`src/rtl/seq_pkg.sv`:
```
// Shared definitions for the DRAM command sequencer: word layout, opcodes
// and the command codes driven toward the DRAM side.
package seq_pkg;
    localparam int WORD_W    = 64;
    localparam int OPC_LSB   = 60;
    localparam int BANK_LSB  = 32;

    typedef enum logic [3:0] {
        OPC_ACT  = 4'd1,
        OPC_RD   = 4'd2,
        OPC_WR   = 4'd3,
        OPC_PRE  = 4'd4,
        OPC_WAIT = 4'd5,
        OPC_END  = 4'd6
    } opcode_e;

    typedef enum logic [1:0] {
        DC_ACT = 2'd0,
        DC_RD  = 2'd1,
        DC_WR  = 2'd2,
        DC_PRE = 2'd3
    } dcmd_e;

    typedef struct packed {
        logic [WORD_W-1:0] instr;
        logic [WORD_W-1:0] wdata;
    } qentry_t;
endpackage

```
`src/rtl/instr_rx.sv`:
```
// Instruction receiver. Takes host words, pairs a WRITE instruction with the
// data word that follows it, and pushes complete entries into the queue.
// Assumes the host always sends the data word directly after a WRITE.
module instr_rx
    import seq_pkg::*;
(
    input  logic              clk,
    input  logic              rst_n,
    input  logic              in_valid,
    input  logic [WORD_W-1:0] in_word,
    output logic              in_ready,
    input  logic              q_full,
    output logic              push,
    output qentry_t           push_entry,
    output logic              push_end
);
    logic              wr_pending;
    logic [WORD_W-1:0] wr_instr;
    logic              take;

    assign in_ready = !q_full;
    assign take     = in_valid && in_ready;

    // Decide whether the accepted word completes an entry.
    always_comb begin
        push             = 1'b0;
        push_entry.instr = in_word;
        push_entry.wdata = '0;
        if (take) begin
            if (wr_pending) begin
                push             = 1'b1;
                push_entry.instr = wr_instr;
                push_entry.wdata = in_word;
            end else if (in_word[WORD_W-1:OPC_LSB] != OPC_WR) begin
                push = 1'b1;
            end
        end
    end

    assign push_end = push && (push_entry.instr[WORD_W-1:OPC_LSB] == OPC_END);

    // Hold a WRITE instruction until its data word arrives.
    always_ff @(posedge clk) begin
        if (!rst_n) begin
            wr_pending <= 1'b0;
            wr_instr   <= '0;
        end else if (take) begin
            if (wr_pending) begin
                wr_pending <= 1'b0;
            end else if (in_word[WORD_W-1:OPC_LSB] == OPC_WR) begin
                wr_pending <= 1'b1;
                wr_instr   <= in_word;
            end
        end
    end
endmodule

```
`src/rtl/instr_fifo.sv`:
```
// Instruction queue: show-ahead FIFO of DEPTH entries of width W.
// Assumes the producer never pushes when full and the consumer never pops
// when empty; both are checked below.
module instr_fifo #(
    parameter int DEPTH = 16,
    parameter int W     = 128
) (
    input  logic         clk,
    input  logic         rst_n,
    input  logic         push,
    input  logic [W-1:0] push_data,
    input  logic         pop,
    output logic [W-1:0] head,
    output logic         full,
    output logic         empty
);
    localparam int AW = (DEPTH > 1) ? $clog2(DEPTH) : 1;
    localparam int CW = $clog2(DEPTH + 1);

    logic [W-1:0]  mem [DEPTH];
    logic [AW-1:0] wptr, rptr;
    logic [CW-1:0] count;

    assign full  = (count == CW'(DEPTH));
    assign empty = (count == '0);
    assign head  = mem[rptr];

    // Storage write; contents need no reset.
    always_ff @(posedge clk) begin
        if (push) mem[wptr] <= push_data;
    end

    // Pointer and occupancy tracking with wrap at DEPTH.
    always_ff @(posedge clk) begin
        if (!rst_n) begin
            wptr  <= '0;
            rptr  <= '0;
            count <= '0;
        end else begin
            if (push) wptr <= (wptr == AW'(DEPTH - 1)) ? '0 : wptr + 1'b1;
            if (pop)  rptr <= (rptr == AW'(DEPTH - 1)) ? '0 : rptr + 1'b1;
            count <= count + CW'(push) - CW'(pop);
        end
    end


    no_overflow_chk: assert property (@(posedge clk) disable iff (!rst_n)
        full |-> !push);

    no_underflow_chk: assert property (@(posedge clk) disable iff (!rst_n)
        empty |-> !pop);
endmodule

```
`src/rtl/seq_dispatch.sv`:
```
// Dispatcher. Waits until a complete program (END queued) is present, then
// consumes queue entries one per cycle, issuing one registered DRAM command
// per access instruction and stalling on WAIT. No DRAM timing is enforced.
module seq_dispatch
    import seq_pkg::*;
#(
    parameter int DEPTH  = 16,
    parameter int BANK_W = 3,
    parameter int ROW_W  = 16,
    parameter int WAIT_W = 32
) (
    input  logic              clk,
    input  logic              rst_n,
    input  qentry_t           head,
    input  logic              q_empty,
    input  logic              end_pushed,
    output logic              pop,
    output logic              cmd_valid,
    output logic [1:0]        cmd_op,
    output logic [BANK_W-1:0] cmd_bank,
    output logic [ROW_W-1:0]  cmd_addr,
    output logic [WORD_W-1:0] cmd_wdata,
    output logic              done,
    output logic              err
);
    localparam int CW = $clog2(DEPTH + 1);

    typedef enum logic [1:0] {ST_IDLE, ST_RUN, ST_HOLD} dstate_e;

    dstate_e           state;
    logic [CW-1:0]     ends_queued;
    logic [WAIT_W-1:0] hold_cnt;
    logic [3:0]        opc;
    logic [WAIT_W-1:0] wait_len;
    logic              end_pop;

    assign opc      = head.instr[WORD_W-1:OPC_LSB];
    assign wait_len = head.instr[WAIT_W-1:0];
    assign pop      = (state == ST_RUN) && !q_empty;
    assign end_pop  = pop && (opc == OPC_END);

    // Count complete programs waiting in the queue.
    always_ff @(posedge clk) begin
        if (!rst_n) ends_queued <= '0;
        else        ends_queued <= ends_queued + CW'(end_pushed) - CW'(end_pop);
    end

    // Main sequencing: decode the head entry and drive the command port.
    always_ff @(posedge clk) begin
        if (!rst_n) begin
            state     <= ST_IDLE;
            hold_cnt  <= '0;
            cmd_valid <= 1'b0;
            cmd_op    <= DC_ACT;
            cmd_bank  <= '0;
            cmd_addr  <= '0;
            cmd_wdata <= '0;
            done      <= 1'b0;
            err       <= 1'b0;
        end else begin
            cmd_valid <= 1'b0;
            done      <= 1'b0;
            case (state)
                ST_IDLE: if (ends_queued != '0) state <= ST_RUN;
                ST_RUN: if (pop) begin
                    cmd_bank  <= head.instr[BANK_LSB +: BANK_W];
                    cmd_addr  <= head.instr[ROW_W-1:0];
                    cmd_wdata <= '0;
                    case (opc)
                        OPC_ACT: begin cmd_valid <= 1'b1; cmd_op <= DC_ACT; end
                        OPC_RD:  begin cmd_valid <= 1'b1; cmd_op <= DC_RD;  end
                        OPC_WR: begin
                            cmd_valid <= 1'b1;
                            cmd_op    <= DC_WR;
                            cmd_wdata <= head.wdata;
                        end
                        OPC_PRE: begin cmd_valid <= 1'b1; cmd_op <= DC_PRE; end
                        OPC_WAIT: if (wait_len > WAIT_W'(1)) begin
                            hold_cnt <= wait_len - 1'b1;
                            state    <= ST_HOLD;
                        end
                        OPC_END: begin
                            done  <= 1'b1;
                            state <= ST_IDLE;
                        end
                        default: err <= 1'b1;
                    endcase
                end
                ST_HOLD: begin
                    hold_cnt <= hold_cnt - 1'b1;
                    if (hold_cnt == WAIT_W'(1)) state <= ST_RUN;
                end
                default: state <= ST_IDLE;
            endcase
        end
    end


    end_counted_chk: assert property (@(posedge clk) disable iff (!rst_n)
        end_pop |-> (ends_queued != '0));

    done_pulse_chk: assert property (@(posedge clk) disable iff (!rst_n)
        done |=> !done);

    err_sticky_chk: assert property (@(posedge clk) disable iff (!rst_n)
        err |=> err);

    hold_quiet_chk: assert property (@(posedge clk) disable iff (!rst_n)
        (state == ST_HOLD) |=> !cmd_valid);
endmodule

```
`src/rtl/rd_return.sv`:
```
// Read-data return path: registers each beat from the memory side and
// presents it to the host one cycle later, in arrival order.
module rd_return #(
    parameter int DW = 64
) (
    input  logic          clk,
    input  logic          rst_n,
    input  logic          rd_valid,
    input  logic [DW-1:0] rd_data,
    output logic          host_rd_valid,
    output logic [DW-1:0] host_rd_data
);
    // Capture register toward the host.
    always_ff @(posedge clk) begin
        if (!rst_n) begin
            host_rd_valid <= 1'b0;
            host_rd_data  <= '0;
        end else begin
            host_rd_valid <= rd_valid;
            if (rd_valid) host_rd_data <= rd_data;
        end
    end


    rd_forward_chk: assert property (@(posedge clk) disable iff (!rst_n)
        rd_valid |=> (host_rd_valid && host_rd_data == $past(rd_data)));
endmodule

```
`src/rtl/dram_cmd_seq.sv`:
```
// Top of the programmable DRAM command sequencer: receiver, instruction
// queue, dispatcher and read-data return. Assumes one program (END
// included) fits in DEPTH queue entries.
module dram_cmd_seq
    import seq_pkg::*;
#(
    parameter int DEPTH  = 16,
    parameter int BANK_W = 3,
    parameter int ROW_W  = 16,
    parameter int WAIT_W = 32
) (
    input  logic              clk,
    input  logic              rst_n,
    input  logic              in_valid,
    input  logic [63:0]       in_word,
    output logic              in_ready,
    output logic              cmd_valid,
    output logic [1:0]        cmd_op,
    output logic [BANK_W-1:0] cmd_bank,
    output logic [ROW_W-1:0]  cmd_addr,
    output logic [63:0]       cmd_wdata,
    input  logic              rd_valid,
    input  logic [63:0]       rd_data,
    output logic              host_rd_valid,
    output logic [63:0]       host_rd_data,
    output logic              done,
    output logic              err
);
    localparam int QW = $bits(qentry_t);

    logic    q_full, q_empty, push, push_end, pop;
    qentry_t push_entry, head;

    instr_rx u_rx (
        .clk(clk), .rst_n(rst_n), .in_valid(in_valid), .in_word(in_word),
        .in_ready(in_ready), .q_full(q_full), .push(push),
        .push_entry(push_entry), .push_end(push_end)
    );

    instr_fifo #(.DEPTH(DEPTH), .W(QW)) u_q (
        .clk(clk), .rst_n(rst_n), .push(push), .push_data(push_entry),
        .pop(pop), .head(head), .full(q_full), .empty(q_empty)
    );

    seq_dispatch #(.DEPTH(DEPTH), .BANK_W(BANK_W), .ROW_W(ROW_W), .WAIT_W(WAIT_W)) u_disp (
        .clk(clk), .rst_n(rst_n), .head(head), .q_empty(q_empty),
        .end_pushed(push_end), .pop(pop), .cmd_valid(cmd_valid),
        .cmd_op(cmd_op), .cmd_bank(cmd_bank), .cmd_addr(cmd_addr),
        .cmd_wdata(cmd_wdata), .done(done), .err(err)
    );

    rd_return #(.DW(64)) u_rd (
        .clk(clk), .rst_n(rst_n), .rd_valid(rd_valid), .rd_data(rd_data),
        .host_rd_valid(host_rd_valid), .host_rd_data(host_rd_data)
    );


    done_vs_cmd_chk: assert property (@(posedge clk) disable iff (!rst_n)
        !(done && cmd_valid));
endmodule

```
`config.mk`:
```
export PLATFORM = sky130hd
export DESIGN_NAME = dram_cmd_seq
export DESIGN_NICKNAME = d
export VERILOG_FILES = /design/src/rtl/seq_pkg.sv /design/src/rtl/instr_rx.sv /design/src/rtl/instr_fifo.sv /design/src/rtl/seq_dispatch.sv /design/src/rtl/rd_return.sv /design/src/rtl/dram_cmd_seq.sv
export SDC_FILE = /design/constraint.sdc
export NUM_CORES = 2
export LEC_CHECK = 0
export ABC_AREA = 1
export BUFFER_PORTS_ARGS = -buffer_cell sky130_fd_sc_hd__clkbuf_2
export CORE_AREA = 2 2 324 486
export CTS_CLUSTER_DIAMETER = 80
export DETAILED_ROUTE_END_ITERATION = 10
export DIE_AREA = 0 0 326 488
export GPL_TIMING_DRIVEN = 0
export HOLD_SLACK_MARGIN = 0.02
export PLACE_DENSITY = 0.66
export SLEW_MARGIN = 10
export SYNTH_ARGS = -nofsm -noshare
export SYNTH_HDL_FRONTEND = slang
export SYNTH_SLANG_ARGS = --single-unit
export TNS_END_PERCENT = 1
```
`constraint.sdc`:
```
create_clock -name clk -period 6.7 [get_ports clk]
set_clock_uncertainty 0.2 [all_clocks]
set_input_delay 0.67 -clock clk [delete_from_list [all_inputs] [get_ports clk]]
set_output_delay 0.67 -clock clk [all_outputs]
set_load 0.005 [all_outputs]
```
# Yosys cells after proc, flatten, opt, wreduce, memory -nomap -nowiden
# Memory sizes are Yosys's and may differ from the RTL's. A register that Yosys moved wholly into a read port is not among the register bits.
# Index checks and enable logic that the tools add are counted.
# W data, S select, Z words.
# op_classes
add_sub_neg	8
n_lt_le_gt_ge	1
eq_ne	22
mux	27
bitwise_logic	2
n_reduce_logical	20
# op_table
cell	count
$mux W128	2
$mux W32	3
$mux W64	1
$pmux W32 S2	1
$sub A32 B1 Y32 const B	2
$eq A32 B1 Y1 const B	1
$gt A32 B1 Y1 const B	1
$eq A4 B3 Y1 const B	4
$mux W4	4
$eq A4 B2 Y1 const B	3
$reduce_and A3 Y1	4
$add A5 B1 Y5	2
$sub A5 B1 Y5	2
$mux W1	9
$add A4 B1 Y4 const B	2
$eq A4 B4 Y1 const B	2
$mux W2	4
$pmux W2 S4	1
$ne A2 B1 Y1 const B	3
$ne A3 B3 Y1 const B	2
$pmux W2 S3	1
$reduce_or A6 Y1	1
$eq A5 B5 Y1 const B	1
$logic_not A5 Y1	1
17 further kinds	23
# word_totals
reg_bits	270
ramBits	2048
output_inout_bits	154
memories	1
# mem_list
memory	words	width	rd	rd_clocked_by_memory_dff	wr	line	text
u_q.mem	16	128	1	1	1	instr_fifo.sv:20	logic [W-1:0] mem [DEPTH];

# Depth between registers and ports, before layout
# depth
word_depth	8
ltp_mapped	23
mapped_depth_nobuf	20

# Cells and area by module
# From an unflattened synthesis, not the netlist that was laid out.
# unflattened
hier_cells	9699
hier_area_um2	98699.7
# by_module_without_submodules
mod	instances	cells_each	area_each_um2	seq_area_each_um2
instr_fifo	1	7579	85271.8	61839.3
seq_dispatch	1	1075	6887.9	2542.4
instr_rx	1	637	3891.2	1301.2
rd_return	1	408	2648.8	1301.2

# Least setup slack after synthesis
# No wires, ideal clock.
# synth_timing
path_type	register to register
start	register u_q.count[2]
end	memory u_q.mem[11][0], enable pin
arrival_time_ns	5.924
required_ns	5.934
slack_ns	0.011
path_stages_with_launch	11
path_buffers	1
path_cell_list	dfxtp_1 inv_1 ha_1 nand4_1 nand2_1 clkbuf_1 nor2_1 clkinv_1 nor2_1 nand2_1 nor2_1
# synth_between
elab_chain_cells	6
# synth_lines
item	line	text
start, declared	instr_fifo.sv:22	logic [CW-1:0] count;
start signal, assigned	instr_fifo.sv:42	count <= count + CW'(push) - CW'(pop);
$eq A5 B5 Y1	instr_fifo.sv:24	assign full = (count == CW'(DEPTH));
$logic_not A1 Y1	instr_rx.sv:21	assign in_ready = !q_full;
named net in_ready	dram_cmd_seq.sv:16	output logic in_ready,
$logic_and A1 B1 Y1	instr_rx.sv:22	assign take = in_valid && in_ready;
$mux W1	instr_rx.sv:29	if (take) begin
$mux W1	instr_fifo.sv:30	if (push) mem[wptr] <= push_data;
$mux W1 (not written as such)	instr_fifo.sv:30	
end, declared	instr_fifo.sv:20	
# The timed path passes the listed nets, and every way through them passes these cells.

# Worst setup path in the final report
# layout_timing
start	register u_q.count[2]
end	register u_disp.ends_queued[4]
# layout_between
elab_chain_cells	8
elab_cells_between_ends	13
classes_between	add/sub (2); eq/ne (2); mux (2); reduce/logical (7)
# layout_lines
item	line	text
$eq A5 B5 Y1	instr_fifo.sv:24	
$logic_not A1 Y1	instr_rx.sv:21	
$logic_and A1 B1 Y1	instr_rx.sv:22	
$mux W128	instr_rx.sv:29	
$eq A4 B3 Y1	instr_rx.sv:40	assign push_end = push && (push_entry.instr[WORD_W-1:OPC_LSB] == OPC_END);
$logic_and A1 B1 Y1	instr_rx.sv:40	
$add A5 B1 Y5	seq_dispatch.sv:45	else ends_queued <= ends_queued + CW'(end_pushed) - CW'(end_pop);
$sub A5 B1 Y5 *	seq_dispatch.sv:45	
end signal, assigned	seq_dispatch.sv:45	
end, declared	seq_dispatch.sv:31	logic [CW-1:0] ends_queued;
# Mark *: on every way between the ends. The rest lies on a longest branch, timed or not.
# A chain may end at the register's enable or synchronous reset.

==> results.py <==
metrics = {
    "cts": {
        "clock-sinks": 1897,
        "clk_path_buf_depth": 3,
        "cts_hold_buf": 75,
        "cts_max_level": 4,
        "cts.root.buffer_cell": "clkbuf_16",
        "clk_latency_ps": 850,
        "cts_resized": 0,
        "postCtsSetupRepairBufs": 0,
        "path_clk_slew_ps": 60,
        "cts_tree": "done",
        "cts_buffers": 174,
    },
    "pwr": {
        "clock_power_share_pct": 32.5,
        "leakagePower_uw": 0.0331,
        "p_int_uw": 20500,
        "ir_drop_v": 0.000294,
        "power_density_nw_per_um2": 337,
        "p_seq_share_pct": 44.3,
        "switchingPower_uw": 9740,
        "combPwrFrac_pct": 23.2,
        "switching_share_pct": 32.2,
    },
    "finish": {
        "ff_latch_area_um2": 54500,
        "final_cell_mix": "edfxtp_1 (1648), nand2_1 (1576), nor2_1 (567), a21oi_1 (449), o21ai_0 (439)",
        "finalNonFillerCells": 9605,
        "fillers": 12569,
        "area_delta_synth_final_pct": 16.6,
        "multi_input_area_um2": 19500,
        "utilization_pct": 58.1,
        "nets": 7546,
        "final_common_cell": "edfxtp_1",
        "drive_gt1_share_pct": 11.2,
        "fin_area_um2": 89900,
    },
    "run_status": {
        "status": "finished, final reports clean",
    },
    "detailed_routing": {
        "first_iter_violations": 7282,
        "vias": 58054,
        "post_drt_via_cell_ratio": 6.04,
        "drc_errors": 0,
        "antenna_left": 0,
        "wl_um": 272000,
        "drtPass1Iterations": 8,
        "wl_per_cell_um": 28.3,
    },
    "placed_design": {
        "placed_cell_area_um2": 83600,
        "gp_congestion": 0.941,
        "portBuffers": 284,
        "dp_cells": 9198,
        "hpwl_um": 193000,
    },
    "setup_path": {
        "critPathMaxFanout": 10,
        "rrSetupSlack_ps": 1460,
        "crit_type": "register to register",
        "arrival_ps": 5750,
        "required_ps": 7210,
        "end_kind": "register",
        "crit_path_start_kind": "register",
        "r2r-start": "u_q.count[2]",
        "r2r_cells": 18,
        "rr_endpoint": "u_disp.ends_queued[4]",
    },
    "die": {
        "io_pins": 286,
        "start_util_pct": 49.8,
        "die_h_um": 488,
        "die_w_um": 326,
        "die-area_um2": 159000,
        "row_count": 177,
        "core_um2": 155000,
    },
    "timing": {
        "tns_ps": 0,
        "period_needed_ps": 5240,
        "fmax_ghz": 0.191,
        "relSlewSlack_pct": 3.84,
        "hold_violations": 0,
        "hold-worst-slack_ps": 59.6,
        "finalCritPeriodShare_pct": 78.3,
        "worst_pin_slew_ps": 1440,
        "final-setup-viol-count": 0,
        "finalMaxSlewViolations": 0,
        "rsz0062_at_grt": "no",
    },
    "yosys": {
        "synth_top_cell_area_share_pct": 64.2,
        "synth_seq_cells": 1897,
        "synth_top_cell_by_area": "edfxtp_1",
        "netlist_area_um2": 77100,
        "synth.distinct_cells": 51,
        "ys_seq_area_share_pct": 70.6,
        "synth_cells": 6736,
        "syn-mean-instance-area_um2": 11.4,
        "postSynth.asyncResetShare_pct": 0,
        "synth-main-ff-cell": "edfxtp_1",
        "syn-num-nets": 6891,
        "yosysWarningCount": 0,
        "synth_edf_count": 1648,
        "synthTopCellsByArea": "edfxtp_1 (64%), nand2_1 (7.7%), dfxtp_1 (6.5%), o21ai_0 (3.1%), a21oi_1 (2.9%)",
    },
    "global_routing": {
        "grt_max_degree": 25,
        "grt_usage_pct": 33.5,
        "overflow": 0,
        "grt_pass1_wl_um": 383000,
        "antenna_found_initial": 7,
        "grt_pass1_vias": 57115,
    },
    "hold_path": {
        "hp-class": "input port to register",
        "worstHoldStart": "in_word[9]",
        "min_path_cells": 3,
        "whs_endpoint": "u_rx.wr_instr[9]",
    },
    "flow_run": {
        "drv_cap": 0,
    },
}
==> Yosys cell counts (all sizes together), types with 4 or more instances <==
| cell | instances |
|---|---|
| o22ai | 18 |
| o221ai | 64 |
| a31oi | 4 |
| nor2 | 596 |
| nor3 | 18 |
| a221o | 26 |
| nand3 | 433 |
| a32o | 126 |
| a221oi | 100 |
| edfxtp | 1648 |
| clkinv | 5 |
| xor2 | 9 |
| a21oi | 451 |
| clkbuf | 267 |
| o211ai | 20 |
| buf | 174 |
| inv | 356 |
| o21ai | 525 |
| nand4 | 19 |
| dfxtp | 249 |
| ha | 21 |
| nand2 | 1579 |
| or2 | 5 |
| a211oi | 4 |
==> cell families after synthesis <==
logic type | synth area share, %
AOI/OAI and AO/OA | 10.7
xor gates and xnor gates | 0.114
adders and majority gates | 0.393
buffers and inverters | 4.33
DFF | 70.6
muxes | 0.0130
and+or+nand+nor | 13.8
==> power groups by stage <==
stage	Combinational, uW	Sequential [uW]	Clock [uW]
final	7010	13400	9830
after global routing	7430	13400	10300
after CTS	6860	13400	9830
after detailed placement	6800	13700	0
after global placement	6540	13800	0
after floorplan	3930	13700	0
==> worst max path at each step <==
stage	start	to	slack (ps)
3_5_place_dp	u_q.count[2]	u_disp.ends_queued[4]	1540
4_1_cts	u_q.count[2]	u_disp.ends_queued[4]	1520
5_1_grt	u_q.count[2]	u_disp.ends_queued[4]	1280
3_3_place_gp	u_q.count[3]	u_q.mem[7][54]	-7170
6_report	u_q.count[2]	u_disp.ends_queued[4]	1460
2_1_floorplan	u_q.count[2]	u_q.mem[11][0]	10
==> flip-flops by register name, summed over array words and instances (netlist names), named ones only <==
register            flops
u_q.mem              1648
u_disp.cmd_wdata       64
u_disp.cmd_addr        16
u_disp.cmd_bank         3
u_q.count               5
u_disp.hold_cnt        32
u_disp.err              1
u_rd.host_rd_valid      1
u_rx.wr_instr          39
u_disp.cmd_valid        1
u_q.wptr                4
u_rx.wr_pending         1
u_disp.cmd_op           2
u_q.rptr                4
u_rd.host_rd_data      64
u_disp.done             1
u_disp.state            2
u_disp.ends_queued      5
==> metal layers <==
layer / routed length, um / global-route usage [%]
met5: 0 / 0
met3: 26400 / 6.22
met2: 133000 / 56.8
met1: 89500 / 37.3
met4: 23800 / 25.7
==> metrics by stage <==
step	power, uW	setup slack (ps)
2_1_floorplan	17600	10.8
3_3_place_gp	20300	-7170
3_5_place_dp	20500	1540
4_1_cts	30100	1520
5_1_grt	31100	1280
6_report	30300	1460
==> critical path: stages (launching register included) <==
cell and delay [ps]:
dfxtp_1 340, inv_1 70, ha_1 210, nand4_1 180, nand2_1 250, clkbuf_1 480, nor2_1 600, clkinv_1 560
nor3_1 340, nand3_1 290, ha_1 400, inv_1 60, ha_1 160, inv_1 60, fa_1 430, nor3_1 210
a211oi_1 80, o21ai_0 150, a21oi_1 60
==> layout make-up <==
class / count / share of cell area, %
Sequential cell: 1897 / 60.6
Multi-Input combinational cell: 4037 / 21.7
Clock buffer: 257 / 5.52
Timing Repair Buffer: 479 / 4.95
Tap cell: 2058 / 2.86
Buffer: 441 / 2.20
Inverter: 361 / 1.52
Clock inverter: 69 / 0.657
Antenna cell: 6 / 0.0167
Power figures use the tool's default switching activity.
